## src/rtl/rs_pkg.sv

```systemverilog
package rs_pkg;
  typedef enum logic [1:0] {
    CMD_HOLD = 2'b00,
    CMD_PUSH = 2'b01,
    CMD_POP  = 2'b10,
    CMD_RSV  = 2'b11
  } stk_cmd_t;
endpackage

```

## src/rtl/rs_state_reg.sv

```systemverilog
module rs_state_reg #(
  parameter int STATE_W = 3
) (
  input  logic               aclk,
  input  logic               rst,
  input  logic               test_en,
  input  logic               sin,
  input  logic               use_top,
  input  logic [STATE_W-1:0] nxt_ext,
  input  logic [STATE_W-1:0] top_in,
  output logic [STATE_W-1:0] state,
  output logic               sout
);
  logic [STATE_W-1:0] shifted;

  generate
    if (STATE_W > 1) begin : g_wide
      assign shifted = {state[STATE_W-2:0], sin};
    end else begin : g_narrow
      assign shifted = sin;
    end
  endgenerate

  always_ff @(posedge aclk) begin
    if (rst)          state <= '0;
    else if (test_en) state <= shifted;
    else if (use_top) state <= top_in;
    else              state <= nxt_ext;
  end

  assign sout = state[STATE_W-1];

  // returning via the stack top
  p_take_top_r5: assert property (@(posedge aclk) disable iff (rst)
    (!test_en && use_top) |=> state == $past(top_in));
  // external next state
  p_take_ext_r5: assert property (@(posedge aclk) disable iff (rst)
    (!test_en && !use_top) |=> state == $past(nxt_ext));
  // scan input lands in the state LSB
  p_scan_entry_r8: assert property (@(posedge aclk) disable iff (rst)
    test_en |=> state[0] == $past(sin));
endmodule

```

## src/rtl/rs_stack.sv

```systemverilog
module rs_stack
  import rs_pkg::*;
#(
  parameter int STATE_W = 3,
  parameter int DEPTH   = 2,
  localparam int CW     = $clog2(DEPTH + 1)
) (
  input  logic               aclk,
  input  logic               rst,
  input  logic               test_en,
  input  logic               sin,
  input  stk_cmd_t           cmd,
  input  logic [STATE_W-1:0] ret_val,
  output logic [STATE_W-1:0] top,
  output logic [CW-1:0]      cnt,
  output logic               sout
);
  localparam int NB = STATE_W * DEPTH;
  localparam logic [CW-1:0] FULL = CW'(DEPTH);

  logic [STATE_W-1:0] stk     [DEPTH];
  logic [STATE_W-1:0] stk_nxt [DEPTH];
  logic [NB-1:0]      flat;
  logic [NB-1:0]      flat_sh;
  logic [CW-1:0]      cnt_nxt;

  // pack entries, entry 0 in the low bits
  genvar gi;
  generate
    for (gi = 0; gi < DEPTH; gi++) begin : g_pack
      assign flat[gi*STATE_W +: STATE_W] = stk[gi];
    end
  endgenerate

  assign flat_sh = {flat[NB-2:0], sin};

  always_comb begin
    for (int i = 0; i < DEPTH; i++) stk_nxt[i] = stk[i];
    cnt_nxt = cnt;
    if (test_en) begin
      for (int i = 0; i < DEPTH; i++) stk_nxt[i] = flat_sh[i*STATE_W +: STATE_W];
    end else begin
      unique case (cmd)
        CMD_PUSH: begin
          stk_nxt[0] = ret_val;
          for (int i = 1; i < DEPTH; i++) stk_nxt[i] = stk[i-1];
          if (cnt != FULL) cnt_nxt = cnt + 1'b1;
        end
        CMD_POP: begin
          for (int i = 0; i < DEPTH - 1; i++) stk_nxt[i] = stk[i+1];
          stk_nxt[DEPTH-1] = '0;
          if (cnt != '0) cnt_nxt = cnt - 1'b1;
        end
        default: ;
      endcase
    end
  end

  always_ff @(posedge aclk) begin
    if (rst) begin
      for (int i = 0; i < DEPTH; i++) stk[i] <= '0;
      cnt <= '0;
    end else begin
      for (int i = 0; i < DEPTH; i++) stk[i] <= stk_nxt[i];
      cnt <= cnt_nxt;
    end
  end

  assign top  = stk[0];
  assign sout = stk[DEPTH-1][STATE_W-1];

  // pushed value becomes the top
  p_push_top_r2: assert property (@(posedge aclk) disable iff (rst)
    (!test_en && cmd == CMD_PUSH) |=> top == $past(ret_val));
  // second entry rises to the top on pop
  p_pop_top_r3: assert property (@(posedge aclk) disable iff (rst)
    (!test_en && cmd == CMD_POP) |=> top == $past(stk[1]));
  // hold keeps everything
  p_hold_r4: assert property (@(posedge aclk) disable iff (rst)
    (!test_en && (cmd == CMD_HOLD || cmd == CMD_RSV)) |=> ($stable(flat) && $stable(cnt)));
  // count never leaves its range
  p_no_overflow_r7: assert property (@(posedge aclk) disable iff (rst) cnt <= FULL);
  // empty pop stays empty
  p_empty_pop_r6: assert property (@(posedge aclk) disable iff (rst)
    (!test_en && cmd == CMD_POP && cnt == '0) |=> (cnt == '0 && top == '0));
  // count frozen during scan
  p_scan_cnt_r8: assert property (@(posedge aclk) disable iff (rst)
    test_en |=> $stable(cnt));
endmodule

```

## src/rtl/rs_state_core.sv

```systemverilog
module rs_state_core
  import rs_pkg::*;
#(
  parameter int STATE_W  = 3,
  parameter int DEPTH    = 2,
  parameter bit ACT_FALL = 1'b1,
  localparam int CW      = $clog2(DEPTH + 1)
) (
  input  logic               clk,
  input  logic               rst,
  input  logic [1:0]         cmd,
  input  logic [STATE_W-1:0] ret_state,
  input  logic [STATE_W-1:0] nxt_ext,
  input  logic               use_top,
  input  logic               test_en,
  input  logic               scan_in,
  output logic               scan_out,
  output logic [STATE_W-1:0] cur_state,
  output logic [STATE_W-1:0] stack_top,
  output logic [CW-1:0]      depth_cnt
);
  logic aclk;
  logic link;

  generate
    if (ACT_FALL) begin : g_fall
      assign aclk = ~clk;
    end else begin : g_rise
      assign aclk = clk;
    end
  endgenerate

  rs_state_reg #(.STATE_W(STATE_W)) u_state (
    .aclk    (aclk),
    .rst     (rst),
    .test_en (test_en),
    .sin     (scan_in),
    .use_top (use_top),
    .nxt_ext (nxt_ext),
    .top_in  (stack_top),
    .state   (cur_state),
    .sout    (link)
  );

  rs_stack #(.STATE_W(STATE_W), .DEPTH(DEPTH)) u_stack (
    .aclk    (aclk),
    .rst     (rst),
    .test_en (test_en),
    .sin     (link),
    .cmd     (stk_cmd_t'(cmd)),
    .ret_val (ret_state),
    .top     (stack_top),
    .cnt     (depth_cnt),
    .sout    (scan_out)
  );

  // reset clears state and occupancy
  p_reset_clear_r1: assert property (@(posedge aclk) disable iff (rst)
    $fell(rst) |-> (cur_state == '0 && depth_cnt == '0));
  // state MSB feeds entry 0 during scan
  p_scan_link_r8: assert property (@(posedge aclk) disable iff (rst)
    test_en |=> stack_top[0] == $past(cur_state[STATE_W-1]));
endmodule

```

## config.mk

```make
export PLATFORM = sky130hd
export DESIGN_NAME = rs_state_core
export DESIGN_NICKNAME = d
export VERILOG_FILES = /design/src/rtl/rs_pkg.sv /design/src/rtl/rs_state_reg.sv /design/src/rtl/rs_stack.sv /design/src/rtl/rs_state_core.sv
export SDC_FILE = /design/constraint.sdc
export NUM_CORES = 1
export LEC_CHECK = 0
export BUFFER_PORTS_ARGS = -buffer_cell sky130_fd_sc_hd__buf_2
export CAP_MARGIN = 20
export CORE_MARGIN = 2
export CORE_UTILIZATION = 35
export DETAILED_ROUTE_END_ITERATION = 8
export PLACE_DENSITY = 0.68
export RECOVER_POWER = 25
export SYNTH_ARGS = -nofsm -noshare
export SYNTH_HDL_FRONTEND = slang
export SYNTH_HIERARCHICAL = 1
export SYNTH_SLANG_ARGS = --single-unit
```

## constraint.sdc

```tcl
create_clock -name clk -period 1.8 [get_ports clk]
set_clock_uncertainty 0.15 [all_clocks]
set_input_delay 0.18 -clock clk [delete_from_list [all_inputs] [get_ports clk]]
set_output_delay 0.18 -clock clk [all_outputs]
set_load 0.005 [all_outputs]
```

==> flow_summary.json <==
{
  "ios": 22,
  "cp_slowest_stage_delay_ns": 0.31,
  "ys_seq_area_share_pct": 37.69,
  "nFillCells": 137,
  "startpoint_type": "register",
  "crit_type": "reg2out",
  "fin_tns_setup_ns": -1.670,
  "routedWlPerCell_um": 12.22,
  "r2r_slack_ns": 0.57,
  "worst_pin_slew_ns": 0.2585,
  "endpoint": "stack_top[2]",
  "end_kind": "output port",
  "yosys_register_bits": 11,
  "grt_start_max_net_pins": 14,
  "async_flop_share_pct": 0,
  "cp_top_family": "flip-flops",
  "r2r_cells": 4,
  "first_iter_violations": 25,
  "violations": "setup timing",
  "die_y_um": 44.86,
  "cts_buffers": 3,
  "ir_worst_vdd_mv": 0.4904,
  "drc_errors": 0,
  "r2r-end": "u_stack/cnt[0]",
  "drt.antenna.violating_nets": 0,
  "drive_gt1_share_pct": 58.41,
  "run_status": "finished with violations",
  "ff_latch_area_um2": 231.5,
  "cts_tree": "done",
  "synth.avg_cell_area_um2": 8.721,
  "routed_wirelength_mm": 1.576,
  "antenna_cells": 0,
  "rsz0062_at_grt": "yes",
  "wirelength_met1_um": 678,
  "clk_pin_slew_ns": 0.05,
  "die_w_um": 44.86,
  "rows": 14,
  "instances_no_fill": 129,
  "hp-class": "reg2reg",
  "first_pass_iters": 4,
  "maxCapViolations": 0,
  "synth-edff-count": 0,
  "gp_congestion": 0.7958,
  "fin_nets": 127,
  "critPathRequiredTime_ns": 1.47,
  "hold_viol_final": 0,
  "synth_cells": 67,
  "io_buffers": 21,
  "worstSetupStartpoint": "u_stack/stk[0][2]",
  "fin_ws_ns": -0.1969,
  "area_delta_synth_final_pct": 63.38,
  "drv_slew": 0,
  "grt_pass1_vias": 638,
  "post-place-cells": 111,
  "cp_cell_sequence": "buf_2",
  "synth_most_common_cell": "dfxtp_1",
  "antenna_found_initial": 0,
  "ys_types": 24,
  "leakage_nw": 0.4840,
  "multiInputGateArea_um2": 377.9,
  "arrival_ns": 1.67,
  "hold_buffers": 0,
  "yosysWarnings": 6,
  "crit_buf_inv": 1,
  "dp_hpwl_mm": 1.098,
  "yosysTopAreaCellShare_pct": 37.69,
  "finalSetupViolations": 12,
  "dieArea_um2": 2012,
  "htreeDepth": 1,
  "relSlewSlack_pct": 82.73,
  "synth.area.top_cells": "dfxtp_1 38%, a211oi_1 6.4%, mux2i_1 5.1%",
  "viasPerCell": 5.054,
  "reg2reg_from": "u_stack/cnt[1]",
  "dp_slack_ns": -0.3701,
  "gr-total-overflow": 0,
  "grt_use_total_pct": 18.23,
  "top_layer": "met4",
  "worst-path-stages": 1,
  "clk_latency_ns": 0.34,
  "syn_area_um2": 584.3,
  "cts_max_path_buffers": 2,
  "initial_core_util_pct": 37.91,
  "yosysTopAreaCell": "dfxtp_1",
  "root_buffer": "clkbuf_4",
  "wl_met3_um": 103,
  "total_power_mw": 0.6940,
  "dr_wl_met2_um": 771,
  "cpMaxStageDelayCell": "dfxtp_2",
  "route.vias.total": 652,
  "core_region_area_um2": 1541,
  "synth_flop_cell": "dfxtp_1",
  "powerDensity_nw_per_um2": 727.0,
  "cts_sinks": 11,
  "syn-num-nets": 80,
  "path_max_fanout": 2,
  "grt_pass1_wl_mm": 2.553,
  "synth_common_cells": "11 x dfxtp_1, 7 x nor2_1, 6 x inv_1, 5 x a211oi_1"
}
-- final cells by class --
class / instances / share of cell area, %
Timing Repair Buffer: 38 / 25.03
Sequential cell: 11 / 24.25
Inverter: 5 / 1.966
Tap cell: 16 / 2.097
Clock inverter: 12 / 4.718
Multi-Input combinational cell: 44 / 39.58
Clock buffer: 3 / 2.359
-- power breakdown --
group,leakage [nW],internal (mW),total (mW),switching (mW)
registers,0.0939,0.265,0.275,0.00969
clock network,0.0777,0.112,0.255,0.143
logic,0.312,0.0880,0.164,0.0759
-- cell usage in the layout, fill, tap and decap left out --
cell       count
a211oi_1       3
a311o_1        1
o22ai_1        3
clkbuf_4       4
a221o_1        2
nor3_2         1
nand2_1        1
dfxtp_2        9
nor2b_1        4
a2111oi_2      1
a21oi_1        1
inv_1         17
o21ai_2        1
dfxtp_1        2
clkbuf_2       1
xnor2_4        1
buf_4         16
nor2_1         7
and4bb_2       1
or2b_4         2
mux2i_1        3
buf_2         19
buf_6          1
and2b_2        1
a211oi_2       2
a21oi_2        3
a221oi_2       3
nor3_1         3
-- registers in the layout, indices dropped and copies added, names as in the netlist --
register and cells:
u_stack/cnt 2, u_stack/stk 6, u_state/state 3
-- worst min-delay path by stage --
| stage | from | end | cells past startpoint |
|---|---|---|---|
| finish | u_state/state[0] | u_state/state[1] | 2 |
| global route | u_stack/stk[0][3] | u_stack/stk[0][4] | 2 |
| CTS | u_state/state[0] | u_state/state[1] | 2 |
| global placement | u_state/state[1] | u_state/state[2] | 2 |
| floorplan | u_state/state[0] | u_state/state[1] | 2 |
| detailed placement | u_state/state[1] | u_state/state[2] | 2 |
-- routing by layer --
| metal | global-route usage, % | vias to the layer above |
|---|---|---|
| li1 | - | 333 |
| met1 | 19.45 | 293 |
| met2 | 28.70 | 24 |
| met3 | 6.800 | 2 |
| met4 | 14.71 | 0 |
| met5 | 0 | - |
-- what timing repair did --
| item | in CTS | in global routing |
|---|---|---|
| resized for setup | 9 | 11 |
| pin swaps | 1 | 3 |
| setup endpoints to repair | 10 | 14 |
| buffers inserted | 2 | 2 |
| endpoints found under the hold margin | 0 | 0 |
-- kinds of logic after synthesis --
kind of cell,share of synthesized area [%]
simple gates,19.27
compound gates,25.91
xor+xnor,1.499
buf+inv,10.49
flops,37.69
mux,5.139
-- metrics by stage --
| stage | cell area [µm²] | utilization (%) | hold WS, ns |
|---|---|---|---|
| 2_1_floorplan | 639.4 | - | 0.3465 |
| 3_3_place_gp | 813.3 | 52.76 | 0.3494 |
| 3_5_place_dp | 813.3 | 52.76 | 0.3534 |
| 4_1_cts | 907.1 | 58.85 | 0.3767 |
| 5_1_grt | 954.7 | 61.93 | 0.4125 |
| 6_report | 954.7 | 61.93 | 0.3859 |
Power figures use the tool's default switching activity.
